`config.mk`:
```
export PLATFORM = sky130hd
export DESIGN_NAME = bmd_mode_detect
export DESIGN_NICKNAME = d
export VERILOG_FILES = /design/src/rtl/bmd_pkg.sv /design/src/rtl/bmd_sync.sv /design/src/rtl/bmd_settle_timer.sv /design/src/rtl/bmd_probe_fsm.sv /design/src/rtl/bmd_mode_detect.sv
export SDC_FILE = /design/constraint.sdc
export NUM_CORES = 1
export LEC_CHECK = 0
export CAP_MARGIN = 20
export CORE_ASPECT_RATIO = 1.2
export CORE_MARGIN = 2
export CORE_UTILIZATION = 37
export CTS_BUF_LIST = sky130_fd_sc_hd__clkbuf_2 sky130_fd_sc_hd__clkbuf_4 sky130_fd_sc_hd__clkbuf_8
export DETAILED_ROUTE_END_ITERATION = 10
export GPL_ROUTABILITY_DRIVEN = 0
export MAX_ROUTING_LAYER = met4
export PLACE_DENSITY = 0.68
export SETUP_SLACK_MARGIN = 0.15
export SYNTH_ARGS = -nofsm -noshare
export SYNTH_HDL_FRONTEND = slang
export SYNTH_SLANG_ARGS = --single-unit
```
`constraint.sdc`:
```
create_clock -name clk -period 2 [get_ports clk]
set_clock_uncertainty 0.15 [all_clocks]
set_input_delay 0.2 -clock clk [delete_from_list [all_inputs] [get_ports clk]]
set_output_delay 0.2 -clock clk [all_outputs]
set_load 0.05 [all_outputs]
```
`src/rtl/bmd_pkg.sv`:
```
// Package: shared encodings for the secondary bus mode detector.
// Assumes: mode encoding is fixed and decoded by neighbouring logic.
package bmd_pkg;

    typedef enum logic [1:0] {
        MODE_CONV = 2'b00,
        MODE_X66  = 2'b01,
        MODE_X100 = 2'b10,
        MODE_X133 = 2'b11
    } bus_mode_e;

    typedef enum logic [1:0] {
        ST_PROBE_WEAK   = 2'b00,
        ST_PROBE_STRONG = 2'b01,
        ST_LOCKED       = 2'b10
    } probe_state_e;

endpackage

```
`src/rtl/bmd_sync.sv`:
```
// Module: multi-bit flop-chain synchronizer.
// Does: brings WIDTH asynchronous, slowly changing levels into the clk domain.
// Assumes: each bit is a quasi-static level; bits are not required to arrive
// together, since the sequencer waits a settle interval before using them.
module bmd_sync #(
    parameter int WIDTH  = 2,
    parameter int STAGES = 2
) (
    input  logic             clk,
    input  logic             rst_n,
    input  logic [WIDTH-1:0] d_in,
    output logic [WIDTH-1:0] d_out
);

    logic [WIDTH-1:0] pipe [STAGES];

    genvar g;
    generate
        for (g = 0; g < STAGES; g++) begin : g_stage
            if (g == 0) begin : g_first
                // Capture the raw asynchronous levels.
                always_ff @(posedge clk) begin
                    if (!rst_n) pipe[g] <= '0;
                    else        pipe[g] <= d_in;
                end
            end else begin : g_next
                // Pass the level one flop further down the chain.
                always_ff @(posedge clk) begin
                    if (!rst_n) pipe[g] <= '0;
                    else        pipe[g] <= pipe[g-1];
                end
            end
        end
    endgenerate

    assign d_out = pipe[STAGES-1];

endmodule

```
`src/rtl/bmd_settle_timer.sv`:
```
// Module: settle interval timer.
// Does: counts clock edges since reset or since the last restart, saturating
// at SETTLE_CYCLES, and flags when the interval has elapsed.
// Assumes: restart is a single-cycle pulse from the sequencer.
module bmd_settle_timer #(
    parameter int SETTLE_CYCLES = 16
) (
    input  logic clk,
    input  logic rst_n,
    input  logic restart,
    output logic expired
);

    localparam int CW = $clog2(SETTLE_CYCLES + 1);
    localparam logic [CW-1:0] LIMIT = CW'(SETTLE_CYCLES);

    logic [CW-1:0] count_q;

    // Saturating edge counter, cleared on reset or restart.
    always_ff @(posedge clk) begin
        if (!rst_n)                count_q <= '0;
        else if (restart)          count_q <= '0;
        else if (count_q != LIMIT) count_q <= count_q + 1'b1;
    end

    assign expired = (count_q == LIMIT);

endmodule

```
`src/rtl/bmd_probe_fsm.sv`:
```
// Module: two-stage probe sequencer.
// Does: takes the first sense sample with the pull-up off. On low, enables
// the pull-up, restarts the settle timer and resamples. Then latches the
// resolved mode and done until reset.
// Assumes: sense_s and range_s are already synchronized; settled comes from
// a timer that this block restarts whenever it changes pu_en.
module bmd_probe_fsm
    import bmd_pkg::*;
(
    input  logic       clk,
    input  logic       rst_n,
    input  logic       settled,
    input  logic       sense_s,
    input  logic       range_s,
    output logic       restart,
    output logic       pu_en,
    output logic [1:0] mode,
    output logic       done
);

    probe_state_e state_q;
    bus_mode_e    mode_q;
    logic         pu_q;
    logic         done_q;

    // Restart the timer on the very edge that switches the pull-up on.
    always_comb begin
        restart = (state_q == ST_PROBE_WEAK) && settled && !sense_s;
    end

    // Sequence the probe stages and latch the result.
    always_ff @(posedge clk) begin
        if (!rst_n) begin
            state_q <= ST_PROBE_WEAK;
            mode_q  <= MODE_CONV;
            pu_q    <= 1'b0;
            done_q  <= 1'b0;
        end else begin
            case (state_q)
                ST_PROBE_WEAK: begin
                    if (settled) begin
                        if (sense_s) begin
                            mode_q  <= range_s ? MODE_X100 : MODE_X133;
                            done_q  <= 1'b1;
                            state_q <= ST_LOCKED;
                        end else begin
                            pu_q    <= 1'b1;
                            state_q <= ST_PROBE_STRONG;
                        end
                    end
                end
                ST_PROBE_STRONG: begin
                    if (settled) begin
                        mode_q  <= sense_s ? MODE_X66 : MODE_CONV;
                        done_q  <= 1'b1;
                        state_q <= ST_LOCKED;
                    end
                end
                default: begin
                    state_q <= ST_LOCKED;
                end
            endcase
        end
    end

    assign pu_en = pu_q;
    assign mode  = mode_q;
    assign done  = done_q;

endmodule

```
`src/rtl/bmd_mode_detect.sv`:
```
// Module: secondary bus mode detector (top).
// Does: synchronizes the sense and range select inputs, runs the two-stage
// pull-up probe with a settle interval before each sample, and reports the
// mode, done and PLL bypass.
// Assumes: synchronous active-low reset; the inputs are static levels during
// the probe except for the response of the sense line to strong_pu_en.
module bmd_mode_detect
    import bmd_pkg::*;
#(
    parameter int SETTLE_CYCLES = 16,
    parameter int SYNC_STAGES   = 2
) (
    input  logic       clk,
    input  logic       rst_n,
    input  logic       sense_in,
    input  logic       range_sel_in,
    output logic       strong_pu_en,
    output logic [1:0] mode,
    output logic       done,
    output logic       pll_bypass
);

    logic [1:0] raw_in;
    logic [1:0] sync_out;
    logic       settled;
    logic       restart;

    assign raw_in = {range_sel_in, sense_in};

    bmd_sync #(
        .WIDTH  (2),
        .STAGES (SYNC_STAGES)
    ) i_sync (
        .clk   (clk),
        .rst_n (rst_n),
        .d_in  (raw_in),
        .d_out (sync_out)
    );

    bmd_settle_timer #(
        .SETTLE_CYCLES (SETTLE_CYCLES)
    ) i_timer (
        .clk     (clk),
        .rst_n   (rst_n),
        .restart (restart),
        .expired (settled)
    );

    bmd_probe_fsm i_fsm (
        .clk     (clk),
        .rst_n   (rst_n),
        .settled (settled),
        .sense_s (sync_out[0]),
        .range_s (sync_out[1]),
        .restart (restart),
        .pu_en   (strong_pu_en),
        .mode    (mode),
        .done    (done)
    );

    // The PLL is bypassed only for a resolved conventional-mode bus.
    always_comb begin
        pll_bypass = done && (mode == MODE_CONV);
    end

endmodule

```
==> run_results.csv, run 1 <==
group,metric,value,unit
run_status,status,"finished, final reports clean",
route,firstDrtPassIters,4,
yosys,yosysMostFrequentCell,"dfxtp_1",
timing,hold_viol,0,
yosys,ys_warn_count,0,
place,hpwl,703,um
min_path,hp-class,"flip-flop to flip-flop",
clocking,clkTransAtPathRegs,100,ps
yosys,syn_area,593,sq um
route,routedWlPerCell,10.7,um
timing,min_period,1790,ps
global_routing,antenna_found_initial,0,
clocking,hold_buffers,0,
power,peakVddDrop,0.000449,V
place,placed_cell_area,691,sq um
yosys,async_flop_share,0,
yosys,yosysTopAreaCell,"dfxtp_1",
timing,slew_headroom,0.662,
timing,max_freq,557,MHz
critical_path,cp.arrival,1440,ps
flow_run,max-cap-violations,0,
route,via_per_inst,5.07,
yosys,syn_avg_cell_area,9.88,sq um
yosys,synth_edf_count,0,
critical_path,path_max_fanout,3,
route,ant_nets,0,
timing,worstMarginPinSlew,506,ps
power,leakage,0.294,nW
critical_path,slowest_delay,800,ps
critical_path,worstSetupPathType,"flip-flop to output port",
route,vias,446,
yosys,yosysSeqAreaShare,0.506,
timing,final.setup.tns,0,ps
global_routing,grt_max_degree,10,
yosys,ys_ff_latch,15,
layout,stdcell_area,718,sq um
yosys,syn_nets,66,
critical_path,cp_cell_sequence,"clkdlybuf4s50_1",
layout,design.final.nets,78,
critical_path,cp_top_family,"buffers and inverters",
global_routing,grt_pass1_wl,1.46,mm
route,post-route-drc-count,0,
clocking,root_buffer,"clkbuf_4",
yosys,yosys_most_used_dff,"dfxtp_1",
critical_path,crit_buf_inv,1,
die,num_rows,15,
route,totalWireLength,939,um
die,io_pins,9,
global_routing,first_global_vias,367,
yosys,synth_cell_types,25,
timing,min_period_over_period,0.897,
die,die_x,40.5,um
yosys,synth_common_cells,"dfxtp_1, and2_1, inv_1, nand3_1, nor2_1",
clocking,cts_sinks,15,
timing,finalMaxSlewViolations,0,
clocking,post_cts_buffers,0,
timing,setup_viol,0,
critical_path,worst_path_max_delay_cell,"clkdlybuf4s50_1",
die,core_area,1460,sq um
place,portBuffers,8,
die,initial_core_util,0.405,
route,drt_iter0_markers,10,
layout,drive_above_1_share,0.0845,
clocking,insertion_delay,290,ps
critical_path,r2r_slack,460,ps
critical_path,crit_path_end_kind,"output port",
clocking,htreeDepth,1,
die,dieArea,1940,sq um
yosys,syn_inst,60,
global_routing,grt-ovfl-total,0,
critical_path,worstPathRequired,1650,ps
timing,grt_setup_unrepaired,"no",
yosys,synth_top_area_frac,0.506,
layout,n_antenna_cell,0,
yosys,synth_area_leaders,"dfxtp_1, and2_1, ha_1",
die,die_y,47.9,um
clocking,cts_tree,"yes",
global_routing,grt_usage,0.124,
critical_path,crit_path_start_kind,"flip-flop",
power,power_density,729,nW/um^2
layout,area_delta_synth_final,21.1,%
clocking,clockBufferDepth,2,
clocking,cts_inserted_buffers,3,
## logic make-up (layout without fill, tap and decap cells)
| family | after synthesis | count (layout) | share of synthesized area |
|---|---|---|---|
| buffers and inverters | 7 | 18 | 0.0590 |
| flip-flops | 15 | 15 | 0.506 |
| AO/OA/AOI/OAI | 12 | 12 | 0.135 |
| XOR/XNOR | 3 | 3 | 0.0443 |
| adder cells (fa/ha/maj) | 2 | 2 | 0.0422 |
| multiplexers | 1 | 1 | 0.0169 |
| AND/OR/NAND/NOR | 20 | 20 | 0.196 |
## power breakdown
part	switching, W	internal (W)
clock	0.000103	0.0000745
combinational	0.0000155	0.0000170
sequential	0.00000594	0.000308
## per-layer routing
| metal | share of wire | GRT usage | vias to the layer above |
|---|---|---|---|
| met5 | 0 | - | - |
| met2 | 0.42 | 0.168 | 10 |
| met4 | 0.045 | 0.140 | 0 |
| met1 | 0.49 | 0.138 | 199 |
| li1 | - | - | 232 |
| met3 | 0.043 | 0.0279 | 5 |
## worst reg2reg max path, delay by kind of cell (launching register included)
| kind | cells | cell delay (ps) |
|---|---|---|
| and+or+nand+nor | 1 | 370 |
| AOI/OAI and AO/OA | 2 | 360 |
| buffers and inverters | 1 | 90 |
| DFF | 1 | 330 |
| adders and majority gates | 1 | 160 |
## cell usage in the layout, fill, tap and decap left out, types with 2 or more instances in the layout
cell	n
xor2_1	2
nand3_1	4
clkbuf_4	3
a21oi_1	2
nor3_1	3
a31oi_1	2
o31ai_1	3
ha_1	2
inv_1	4
o21ai_0	2
nor2_1	4
dlygate4sd2_1	2
and2_1	4
clkdlybuf4s50_1	5
dfxtp_1	15
## worst paths after layout
path / to / startpoint / depth (start not counted)
worst max register to register: i_fsm.mode[1] / i_timer.count_q[0] / 5
worst min-delay path: i_sync.pipe[1][0] / i_sync.pipe[0][0] / 1
worst max-delay path: done / i_fsm.done / 1
worst min register to register: i_sync.pipe[1][0] / i_sync.pipe[0][0] / 1
## per-stage QoR
| stage | total power (W) | worst slack (ps) | cells | hold WS (ps) | util |
|---|---|---|---|---|---|
| detailed placement | 0.000353 | 354 | 84 | 271 | 0.472 |
| CTS | 0.000527 | 158 | 88 | 293 | 0.489 |
| finish | 0.000524 | 206 | 88 | 289 | 0.491 |
| floorplan | 0.000341 | 270 | 60 | 177 | - |
| global route | 0.000538 | 162 | 88 | 302 | 0.491 |
| global placement | 0.000353 | 372 | 84 | 265 | 0.472 |
## layout make-up
class	instances	area [sq um]
Tap cell	17	21.3
Clock inverter	1	5.00
Fill cell	144	746
Clock buffer	3	22.5
Timing Repair Buffer	9	87.6
Sequential cell	15	300
Multi-Input combinational cell	38	263
Inverter	5	18.8
## state kept, by name, indices dropped and copies added, names as in the netlist
register	flops
i_fsm.done	1
i_fsm.pu_en	1
i_fsm.state_q	2
i_fsm.mode	2
i_sync.pipe	4
i_timer.count_q	5
## repair_timing
item / CTS / global route
gates cloned: 0 / 0
endpoints found under the setup margin: 2 / 1
gates resized for setup: 2 / 1
(Power assumes the default switching activity.)
==> run 2, diff against run 1 <==
--- a/config.mk
+++ b/config.mk
@@ -6,15 +6,18 @@
 export NUM_CORES = 1
 export LEC_CHECK = 0
 export CAP_MARGIN = 20
+export CELL_PAD_IN_SITES_DETAIL_PLACEMENT = 2
+export CELL_PAD_IN_SITES_GLOBAL_PLACEMENT = 2
 export CORE_ASPECT_RATIO = 1.2
 export CORE_MARGIN = 2
-export CORE_UTILIZATION = 37
+export CORE_UTILIZATION = 33
 export CTS_BUF_LIST = sky130_fd_sc_hd__clkbuf_2 sky130_fd_sc_hd__clkbuf_4 sky130_fd_sc_hd__clkbuf_8
 export DETAILED_ROUTE_END_ITERATION = 10
 export GPL_ROUTABILITY_DRIVEN = 0
 export MAX_ROUTING_LAYER = met4
-export PLACE_DENSITY = 0.68
+export PLACE_DENSITY = 0.88
 export SETUP_SLACK_MARGIN = 0.15
 export SYNTH_ARGS = -nofsm -noshare
 export SYNTH_HDL_FRONTEND = slang
 export SYNTH_SLANG_ARGS = --single-unit
+export TNS_END_PERCENT = 20
==> run_results.csv, run 2 (same netlist as run 1, synthesis figures left out) <==
group,metric,value,unit
run_status,status,"finished, final reports clean",
layout,reg_top3,"i_timer.count_q x5, i_sync.pipe x4",
route,post-route-drc-count,0,
min_path,hp-class,"flip-flop to flip-flop",
timing,grt_setup_unrepaired,"yes",
layout,final_common_cell,"dfxtp_1",
timing,min_period,1830,ps
route,via_per_inst,5.48,
layout,fin_util,0.434,
die,die_y,50.4,um
layout,largest_reg_flops,5,
critical_path,cp_top_family,"buffers and inverters",
power,clkPwrFrac,0.337,
critical_path,slowest_delay,820,ps
clocking,clockBufferDepth,2,
place,hpwl,924,um
clocking,htreeDepth,1,
timing,hold_viol,0,
power,swShare,0.239,
layout,regMostFlops,"i_timer.count_q",
power,power_density,728,nW/um^2
die,dieArea,2150,sq um
layout,stdcell_area,721,sq um
clocking,cts_inserted_buffers,3,
critical_path,path_max_fanout,3,
power,p_sw,0.000126,W
global_routing,grt_max_degree,10,
layout,layoutNonFillerInstCount,89,
power,internal-power,0.000399,W
critical_path,worstPathRequired,1650,ps
clocking,cts_sinks,15,
timing,min_period_over_period,0.915,
route,totalWireLength,1.25,mm
route,routedWlPerCell,14.0,um
critical_path,cp_cell_sequence,"clkdlybuf4s50_1",
global_routing,antenna_found_initial,0,
power,combPwrFrac,0.063,
layout,area_delta_synth_final,21.5,%
global_routing,grt_pass1_wl,2.18,mm
layout,design.final.nets,78,
timing,slew_headroom,0.663,
global_routing,first_global_vias,476,
die,core_area,1660,sq um
clocking,root_buffer,"clkbuf_4",
route,vias,488,
clocking,insertion_delay,280,ps
flow_run,max-cap-violations,0,
layout,drive_above_1_share,0.0845,
critical_path,worstSetupPathType,"flip-flop to output port",
die,num_rows,16,
die,initial_core_util,0.357,
critical_path,crit_buf_inv,1,
route,firstDrtPassIters,5,
critical_path,worst_path_max_delay_cell,"clkdlybuf4s50_1",
route,drt_iter0_markers,6,
critical_path,crit_path_start_kind,"flip-flop",
place,dp.cells,85,
die,die_x,42.7,um
timing,final.setup.tns,0,ps
place,portBuffers,8,
timing,max_freq,547,MHz
clocking,clkTransAtPathRegs,90,ps
clocking,hold_buffers,0,
route,ant_nets,0,
power,peakVddDrop,0.000336,V
timing,worstMarginPinSlew,504,ps
timing,finalMaxSlewViolations,0,
global_routing,grt_usage,0.138,
clocking,cts_tree,"yes",
power,leakage,0.289,nW
critical_path,cp.arrival,1480,ps
power,power_frac_seq,0.599,
place,placed_cell_area,692,sq um
timing,setup_viol,0,
layout,layout_common_cells,"dfxtp_1, clkdlybuf4s50_1",
global_routing,grt-ovfl-total,0,
die,io_pins,9,
critical_path,crit_path_end_kind,"output port",
layout,n_antenna_cell,0,
run 2: cell count changes in the layout (fill, tap and decap cells not counted):
cell             before  now
clkdlybuf4s50_1       5    6
dlygate4sd2_1         2    1
run 2: layer usage:
metal	up-vias	global-route usage	routed length, um
li1	232	-	-
met1	235	0.174	541
met2	15	0.207	628
met3	6	0.0216	45
met4	0	0.0781	29
met5	-	-	0
run 2: layout make-up:
type,count,area [sq um]
Timing Repair Buffer,9,88.8
Sequential cell,15,300
Inverter,5,18.8
Clock buffer,3,22.5
Fill cell,184,941
Clock inverter,1,5.00
Tap cell,18,22.5
Multi-Input combinational cell,38,263
run 2: timing repair:
action	in CTS	in global routing
hold endpoints to repair	0	0
buffers inserted	0	0
gates resized for setup	1	1
endpoints found under the setup margin	2	3
run 2: path summary, 6_finish.rpt:
path / start / cells after the start / slack (ps) / end
setup reg to reg: i_timer.count_q[0] / 5 / 320 / i_fsm.mode[1]
hold reg to reg: i_sync.pipe[0][0] / 1 / 300 / i_sync.pipe[1][0]
setup / recovery: i_fsm.mode[0] / 1 / 170 / mode[0]
hold / removal: i_sync.pipe[0][0] / 1 / 300 / i_sync.pipe[1][0]
run 2: power groups by stage:
stage | clock network (W) | registers [W] | logic (W)
final | 0.000177 | 0.000314 | 0.0000332
after global placement | 0 | 0.000320 | 0.0000326
after detailed placement | 0 | 0.000321 | 0.0000335
after floorplan | 0 | 0.000319 | 0.0000218
after CTS | 0.000187 | 0.000315 | 0.0000339
after global routing | 0.000198 | 0.000316 | 0.0000388
run 2: per-stage QoR:
step	total power [W]	worst slack, ps	hold WS (ps)
4_1_cts	0.000536	142	304
3_5_place_dp	0.000354	352	281
3_3_place_gp	0.000353	371	265
2_1_floorplan	0.000341	270	177
6_report	0.000525	171	297
5_1_grt	0.000553	104	319
